`src/rtl/uart_mmio_pkg.sv`:
```
package uart_mmio_pkg;
    localparam int BYTE_W    = 8;
    localparam int OFS_DATA  = 'h00;
    localparam int OFS_CTRL  = 'h04;
    localparam int OFS_BAUD  = 'h08;
    localparam int WIN_BYTES = 'h14;
    localparam int DB_WAIT   = 8;
    localparam int DB_FREE   = 9;
    localparam int CB_MODE   = 2;
    localparam int CB_TXOVR  = 7;
    localparam int CB_RXOVR  = 8;
    localparam int CB_OVRUN  = 12;

    typedef enum logic [1:0] {TX_IDLE, TX_START, TX_DATA, TX_STOP} tx_state_t;
    typedef enum logic [1:0] {RX_IDLE, RX_START, RX_DATA, RX_STOP} rx_state_t;
endpackage

```
`src/rtl/uart_tx_shift.sv`:
```
module uart_tx_shift
    import uart_mmio_pkg::*;
#(
    parameter int SUB = 16,
    parameter int DW  = BYTE_W
) (
    input  logic          clk,
    input  logic          rst_n,
    input  logic          tick,
    input  logic          allow,
    input  logic          load,
    input  logic [DW-1:0] din,
    output logic          ready,
    output logic          txd
);
    localparam int CW = $clog2(SUB);
    localparam int IW = $clog2(DW);

    tx_state_t     state_q, state_d;
    logic [CW-1:0] cnt_q, cnt_d;
    logic [IW-1:0] idx_q, idx_d;
    logic [DW-1:0] hold_q;
    logic          pend_q;
    logic          done;
    logic          last;

    assign last  = tick && (cnt_q == CW'(SUB-1));
    assign ready = !pend_q;

    always_comb begin
        state_d = state_q;
        cnt_d   = cnt_q;
        idx_d   = idx_q;
        done    = 1'b0;
        if (tick) cnt_d = last ? '0 : cnt_q + 1'b1;
        unique case (state_q)
            TX_IDLE: begin
                cnt_d = '0;
                if (pend_q && allow && tick) state_d = TX_START;
            end
            TX_START: if (last) begin
                state_d = TX_DATA;
                idx_d   = '0;
            end
            TX_DATA: if (last) begin
                if (idx_q == IW'(DW-1)) state_d = TX_STOP;
                else idx_d = idx_q + 1'b1;
            end
            TX_STOP: if (last) begin
                state_d = TX_IDLE;
                done    = 1'b1;
            end
        endcase
    end

    always_ff @(posedge clk or negedge rst_n) begin
        if (!rst_n) begin
            state_q <= TX_IDLE;
            cnt_q   <= '0;
            idx_q   <= '0;
            pend_q  <= 1'b0;
            hold_q  <= '0;
        end else begin
            state_q <= state_d;
            cnt_q   <= cnt_d;
            idx_q   <= idx_d;
            if (load) begin
                pend_q <= 1'b1;
                hold_q <= din;
            end else if (done) begin
                pend_q <= 1'b0;
            end
        end
    end

    always_ff @(posedge clk or negedge rst_n) begin
        if (!rst_n) txd <= 1'b1;
        else begin
            unique case (state_d)
                TX_IDLE:  txd <= 1'b1;
                TX_START: txd <= 1'b0;
                TX_DATA:  txd <= hold_q[idx_d];
                TX_STOP:  txd <= 1'b1;
            endcase
        end
    end

    AST_HOLD_STABLE: assert property (@(posedge clk) disable iff (!rst_n)
        !ready |=> $stable(hold_q));
    AST_FREE_AFTER_STOP: assert property (@(posedge clk) disable iff (!rst_n)
        $rose(ready) |-> $past(done));
endmodule

```
`src/rtl/uart_rx_shift.sv`:
```
module uart_rx_shift
    import uart_mmio_pkg::*;
#(
    parameter int SUB = 16,
    parameter int DW  = BYTE_W
) (
    input  logic          clk,
    input  logic          rst_n,
    input  logic          tick,
    input  logic          rxd,
    output logic          valid,
    output logic [DW-1:0] dout
);
    localparam int CW = $clog2(SUB);
    localparam int IW = $clog2(DW);

    rx_state_t     state_q, state_d;
    logic [CW-1:0] cnt_q, cnt_d;
    logic [IW-1:0] idx_q, idx_d;
    logic [DW-1:0] sh_q, sh_d;
    logic          s1_q, s2_q;
    logic          last;
    logic          deliver;

    assign last = tick && (cnt_q == CW'(SUB-1));
    assign dout = sh_q;

    always_comb begin
        state_d = state_q;
        cnt_d   = cnt_q;
        idx_d   = idx_q;
        sh_d    = sh_q;
        deliver = 1'b0;
        if (tick) cnt_d = last ? '0 : cnt_q + 1'b1;
        unique case (state_q)
            RX_IDLE: begin
                cnt_d = '0;
                if (tick && !s2_q) state_d = RX_START;
            end
            RX_START: if (tick) begin
                if (s2_q) state_d = RX_IDLE;
                else if (cnt_q == CW'(SUB/2-1)) begin
                    state_d = RX_DATA;
                    cnt_d   = '0;
                    idx_d   = '0;
                end
            end
            RX_DATA: if (last) begin
                sh_d = {s2_q, sh_q[DW-1:1]};
                if (idx_q == IW'(DW-1)) state_d = RX_STOP;
                else idx_d = idx_q + 1'b1;
            end
            RX_STOP: if (last) begin
                state_d = RX_IDLE;
                deliver = s2_q;
            end
        endcase
    end

    always_ff @(posedge clk or negedge rst_n) begin
        if (!rst_n) begin
            state_q <= RX_IDLE;
            cnt_q   <= '0;
            idx_q   <= '0;
            sh_q    <= '0;
            s1_q    <= 1'b1;
            s2_q    <= 1'b1;
        end else begin
            state_q <= state_d;
            cnt_q   <= cnt_d;
            idx_q   <= idx_d;
            sh_q    <= sh_d;
            s1_q    <= rxd;
            s2_q    <= s1_q;
        end
    end

    always_ff @(posedge clk or negedge rst_n) begin
        if (!rst_n) valid <= 1'b0;
        else        valid <= deliver;
    end

    AST_VALID_FROM_STOP: assert property (@(posedge clk) disable iff (!rst_n)
        valid |-> $past(state_q) == RX_STOP);
endmodule

```
`src/rtl/uart_mmio_port.sv`:
```
module uart_mmio_port
    import uart_mmio_pkg::*;
#(
    parameter int ADDR_W = 5,
    parameter int SUB    = 16
) (
    input  logic              clk,
    input  logic              rst_n,
    input  logic              bus_sel,
    input  logic              bus_wr,
    input  logic [ADDR_W-1:0] bus_addr,
    input  logic [31:0]       bus_wdata,
    output logic [31:0]       bus_rdata,
    input  logic              tick16,
    input  logic              tx_clear_i,
    output logic              rx_room_o,
    output logic              txd_o,
    input  logic              rxd_i,
    output logic [31:0]       baud_cfg_o
);
    logic              in_win, wr_any, wr_data, wr_ctrl, wr_baud;
    logic              launch, ack;
    logic              tx_ready, rx_valid, full_after;
    logic [BYTE_W-1:0] rx_new, rx_byte_q;
    logic              rx_full_q;
    logic [1:0]        mode_q;
    logic              txovr_q, rxovr_q, ovr_q;
    logic [31:0]       baud_q;

    assign in_win  = 32'(bus_addr) < WIN_BYTES;
    assign wr_any  = bus_sel && bus_wr && in_win;
    assign wr_data = wr_any && (32'(bus_addr) == OFS_DATA);
    assign wr_ctrl = wr_any && (32'(bus_addr) == OFS_CTRL);
    assign wr_baud = wr_any && (32'(bus_addr) == OFS_BAUD);
    assign launch  = wr_data && bus_wdata[DB_FREE] && tx_ready;
    assign ack     = wr_data && bus_wdata[DB_WAIT];
    assign full_after = rx_full_q && !ack;

    uart_tx_shift #(.SUB(SUB), .DW(BYTE_W)) u_tx (
        .clk(clk), .rst_n(rst_n), .tick(tick16),
        .allow(txovr_q || tx_clear_i), .load(launch),
        .din(bus_wdata[BYTE_W-1:0]), .ready(tx_ready), .txd(txd_o));

    uart_rx_shift #(.SUB(SUB), .DW(BYTE_W)) u_rx (
        .clk(clk), .rst_n(rst_n), .tick(tick16), .rxd(rxd_i),
        .valid(rx_valid), .dout(rx_new));

    always_ff @(posedge clk or negedge rst_n) begin
        if (!rst_n) begin
            rx_full_q <= 1'b0;
            rx_byte_q <= '0;
            ovr_q     <= 1'b0;
            mode_q    <= '0;
            txovr_q   <= 1'b0;
            rxovr_q   <= 1'b0;
            baud_q    <= '0;
        end else begin
            rx_full_q <= full_after;
            if (rx_valid && !full_after) begin
                rx_full_q <= 1'b1;
                rx_byte_q <= rx_new;
            end
            if (wr_ctrl) begin
                mode_q  <= bus_wdata[CB_MODE +: 2];
                txovr_q <= bus_wdata[CB_TXOVR];
                rxovr_q <= bus_wdata[CB_RXOVR];
                if (bus_wdata[CB_OVRUN]) ovr_q <= 1'b0;
            end
            if (rx_valid && full_after) ovr_q <= 1'b1;
            if (wr_baud) baud_q <= bus_wdata;
        end
    end

    always_comb begin
        bus_rdata = '0;
        unique case (32'(bus_addr))
            OFS_DATA: begin
                bus_rdata[BYTE_W-1:0] = rx_byte_q;
                bus_rdata[DB_WAIT]    = rx_full_q;
                bus_rdata[DB_FREE]    = tx_ready;
            end
            OFS_CTRL: begin
                bus_rdata[CB_MODE +: 2] = mode_q;
                bus_rdata[CB_TXOVR]     = txovr_q;
                bus_rdata[CB_RXOVR]     = rxovr_q;
                bus_rdata[CB_OVRUN]     = ovr_q;
            end
            OFS_BAUD: bus_rdata = baud_q;
            default:  bus_rdata = '0;
        endcase
    end

    assign rx_room_o  = rxovr_q || !rx_full_q;
    assign baud_cfg_o = baud_q;

    AST_FREE_DROPS_ON_LAUNCH: assert property (@(posedge clk) disable iff (!rst_n)
        $fell(tx_ready) |-> $past(launch));
    AST_RXBYTE_KEPT: assert property (@(posedge clk) disable iff (!rst_n)
        rx_full_q && !ack |=> $stable(rx_byte_q));
    AST_OVERRUN_STICKY: assert property (@(posedge clk) disable iff (!rst_n)
        ovr_q && !(wr_ctrl && bus_wdata[CB_OVRUN]) |=> ovr_q);
    AST_WAIT_NEEDS_DATA: assert property (@(posedge clk) disable iff (!rst_n)
        $rose(rx_full_q) |-> $past(rx_valid));
endmodule

```
`config.mk`:
```
export PLATFORM = sky130hd
export DESIGN_NAME = uart_mmio_port
export DESIGN_NICKNAME = d
export VERILOG_FILES = /design/src/rtl/uart_mmio_pkg.sv /design/src/rtl/uart_tx_shift.sv /design/src/rtl/uart_rx_shift.sv /design/src/rtl/uart_mmio_port.sv
export SDC_FILE = /design/constraint.sdc
export NUM_CORES = 1
export LEC_CHECK = 0
export BUFFER_PORTS_ARGS = -buffer_cell sky130_fd_sc_hd__buf_4
export CAP_MARGIN = 10
export CORE_MARGIN = 2
export CORE_UTILIZATION = 40
export DETAILED_ROUTE_END_ITERATION = 7
export HOLD_SLACK_MARGIN = 0.15
export PLACE_DENSITY = 0.69
export RECOVER_POWER = 100
export SYNTH_ARGS = -nofsm -noshare
export SYNTH_HDL_FRONTEND = slang
export SYNTH_SLANG_ARGS = --single-unit
```
`constraint.sdc`:
```
create_clock -name clk -period 2.33 [get_ports clk]
set_input_delay 0.233 -clock clk [delete_from_list [all_inputs] [get_ports clk]]
set_output_delay 0.233 -clock clk [all_outputs]
set_load 0.05 [all_outputs]
```
==> impl_metrics.csv <==
group,metric,value,unit
worst_setup_path,slowest_delay,0.48,ns
route,vias,3156,
clock_tree,htreeDepth,3,
layout,multi_input_area,1800,µm²
clock_tree,hold_buffers,34,
synthesis,synthCells,341,
synthesis,ys_seq_area_share,52.0,%
worst_setup_path,worstPathArrival,1.91,ns
worst_setup_path,worstPathRequired,2.10,ns
worst_setup_path,critPathMaxFanout,8,
power,power_density,758,nW/µm²
global_routing,grt_pass1_vias,3121,
sta,rsz0062_at_grt,"false",
layout,fill_cells,912,
floorplanning,die_w,105,µm
sta,fin_setup_tns,0,ns
min_path,worstHoldPathType,"in -> reg",
layout,postLayoutCellArea,5340,µm²
power,p_sw,1.42,mW
sta,period_minus_slack,2.14,ns
route,via_per_inst,5.05,
worst_setup_path,timing.rr.start,"u_tx.cnt_q[0]",
synthesis,syn_nets,396,
global_routing,grt_max_degree,43,
clock_tree,post-cts-setup-buffers,0,
route,drt_iter0_markers,185,
synthesis,yosys_most_used_dff,"dfrtp_1",
floorplanning,fp-row-count,36,
power,power.leakage,2.67,nW
route,wl_met2,5.03,mm
sta,finalClockSkew,0.0124,ns
power,swShare,35.0,%
run,drv_cap,0,
clock_tree,cts_tree,"built",
placed_design,dp_hpwl,7.14,mm
layout,antenna_cells,0,
floorplanning,core_area,9860,µm²
route,wl_per_cell,15.8,µm
synthesis,postSynthAreaPerCell,12.0,µm²
placed_design,numPortBuffers,109,
clock_tree,cts-root-buf,"clkbuf_8",
layout,regArea,2130,µm²
worst_setup_path,cp_top_family,"simple AND/OR/NAND/NOR gates",
power,p_comb_share,28.7,%
route,final_antenna_net_count,0,
placed_design,dpl_cell_area,5070,µm²
synthesis,yosys.cell_types.count,50,
placed_design,routabilityCongestion,0.779,
layout,drive_gt1_share,31.5,%
worst_setup_path,slowest_stage,"or3_1",
clock_tree,clockBufferDepth,2,
route,firstDrtPassIters,4,
route,drt-total-wl,9.87,mm
sta,drv_slew,0,
synthesis,ys_ff_latch,85,
route,wl_met1,4.33,mm
power,peakVddDrop,0.000323,V
floorplanning,io-pin-count,110,
worst_setup_path,rr_worst_depth,9,
global_routing,antenna_found_initial,0,
worst_setup_path,cp_cell_sequence,"clkbuf_4 -> or3_1 -> nor3_1 -> clkbuf_2 -> a22o_1 -> buf_2",
worst_setup_path,critPathBufInv,3,
worst_setup_path,path_class,"in -> out",
clock_tree,cts_resized,0,
synthesis,netlist_area,4100,µm²
synthesis,ys_warn_count,0,
sta,fmax,467,MHz
global_routing,grt_first_pass_wirelength,16.3,mm
global_routing,track_usage,18.3,%
worst_setup_path,path_depth,6,
floorplanning,die_area,11100,µm²
clock_tree,clock_sinks,85,
power,p_seq_share,44.9,%
layout,nets,542,
synthesis,async_reset_ff_share,100,%
clock_tree,insertion_delay,0.35,ns
worst_setup_path,regToRegSetupSlack,0.19,ns
sta,setup_viol,0,
synthesis,synth_area_leader_cell,"dfrtp_1",
worst_setup_path,start_kind,"input port",
run_status,status,"complete, no violations",
sta,post-route-period-util,91.9,%
worst_setup_path,cp-end-kind,"output port",
sta,hold_viol_final,0,
route,met3_length,306,µm
sta,worst_pin_slew,1.06,ns
power,cellInternalPower,2.63,mW
power,power,4.05,mW
worst_setup_path,crit_start,"bus_addr[4]",
synthesis,synth_edf_count,0,
floorplanning,initial_utilization,41.6,%
global_routing,grt-ovfl-total,0,
route,drc,0,
synthesis,ys_top_cells_by_area,"dfrtp_1 (50%), mux2_2 (15%), and2_1 (3.7%)",
power,p_clk_share,26.3,%
worst_setup_path,r2r-end,"u_tx.txd",
worst_setup_path,endpoint,"bus_rdata[0]",
sta,relSlewSlack,29.6,%
layout,area_growth,30.2,%
floorplanning,die_y,105,µm
route,top_layer,"met4",
clock_tree,clkTransAtPathRegs,0.09,ns
clock_tree,cts_made_buffers,9,
synthesis,synth_top_area_share,50.0,%
## kinds of logic (layout without fill, tap and decap cells)
group | Yosys count | count (layout) | synth area share, %
buf+inv | 29 | 180 | 3.91
fa+ha+maj | 11 | 11 | 3.36
xor+xnor | 3 | 3 | 0.641
compound gates | 48 | 48 | 8.64
mux | 70 | 70 | 19.0
simple gates | 95 | 95 | 12.5
flops | 85 | 85 | 52.0
## cell usage in the layout, fill, tap and decap left out, types with 3 or more instances in the layout
cell and instances:
mux2_2 56, nand2b_1 4, nor3_1 3, dfrtp_1 82, nand2_1 15, a21o_1 3
clkbuf_1 42, nand3_1 8, a21oi_1 15, clkbuf_2 28, nor2b_1 5, and2_1 22
and3_1 3, mux2i_1 9, dlygate4sd3_1 34, o21ai_0 4, inv_1 11, clkbuf_8 10
ha_1 11, nor2_1 25, buf_4 46, mux2_1 5, a22o_1 7, dfstp_2 3
## state kept, by name, indices dropped and copies added, names as in the netlist, named ones only
register	flops
rxovr_q	1
rx_byte_q	8
txovr_q	1
u_tx.hold_q	8
u_rx.dout	8
baud_cfg_o	32
ovr_q	1
u_rx.valid	1
u_tx.idx_q	3
u_rx.s2_q	1
u_rx.cnt_q	4
mode_q	2
u_rx.state_q	1
u_tx.txd	1
u_tx.state_q	2
u_tx.cnt_q	4
u_rx.idx_q	3
u_rx.s1_q	1
rx_full_q	1
u_tx.pend_q	1
## routing by layer
layer	track usage, %	up-vias
li1	-	1493
met3	2.97	16
met1	24.0	1577
met4	5.71	0
met2	31.0	70
met5	0	-
## power by group through the flow
stage / registers, mW / logic (mW) / clock network (mW)
5_1_grt: 1.84 / 1.28 / 1.15
4_1_cts: 1.82 / 1.24 / 1.09
3_5_place_dp: 1.85 / 1.18 / 0
6_report: 1.82 / 1.16 / 1.07
2_1_floorplan: 2.03 / 0.623 / 0
3_3_place_gp: 1.84 / 1.15 / 0
## stage by stage
| stage | utilization, % | instances | setup slack (ns) | hold slack (ns) |
|---|---|---|---|---|
| after floorplan | - | 341 | 0.332 | -0.0626 |
| after global placement | 51.4 | 575 | 0.296 | 0.264 |
| after detailed placement | 51.4 | 575 | 0.240 | 0.271 |
| after CTS | 56.8 | 625 | 0.214 | 0.168 |
| after global routing | 54.1 | 625 | 0.0553 | 0.193 |
| final | 54.1 | 625 | 0.188 | 0.179 |
## Yosys cell counts (5+ instances only)
library cell and instances:
dfrtp_1 82, mux2_2 56, a21oi_1 15, mux2_1 5, inv_1 11, and2_1 24
nand3_1 8, nor2_1 25, a22o_1 7, mux2i_1 9, buf_2 7, buf_6 5
nor2b_1 5, nand2_1 14, ha_1 11
## worst min path at each step
| stage | start | endpoint | cells after the start |
|---|---|---|---|
| after floorplan | rst_n | asynchronous set/reset pin | 0 |
| after global placement | rst_n | baud_cfg_o[5] | 1 |
| after detailed placement | rst_n | rx_byte_q[4] | 1 |
| after CTS | tick16 | u_tx.cnt_q[1] | 3 |
| after global routing | tick16 | u_tx.cnt_q[1] | 3 |
| final | tick16 | u_tx.cnt_q[1] | 3 |
## worst register-to-register path: cells and delay by family (launching register included)
| kind | cells | cell delay [ns] |
|---|---|---|
| buffers and inverters | 1 | 0.05 |
| AO/OA/AOI/OAI | 5 | 0.91 |
| AND/OR/NAND/NOR | 1 | 0.21 |
| adder cells (fa/ha/maj) | 2 | 0.46 |
| flip-flops | 1 | 0.43 |
## cell type report
cell class | count | area share (%)
inverter | 11 | 0.773
clock inverter | 5 | 1.12
timing repair buffer | 153 | 18.8
clock buffer | 11 | 2.65
tap | 133 | 3.12
multi-input combinational | 227 | 33.6
sequential | 85 | 39.9
No activity file was read; power rests on OpenSTA's default activity.
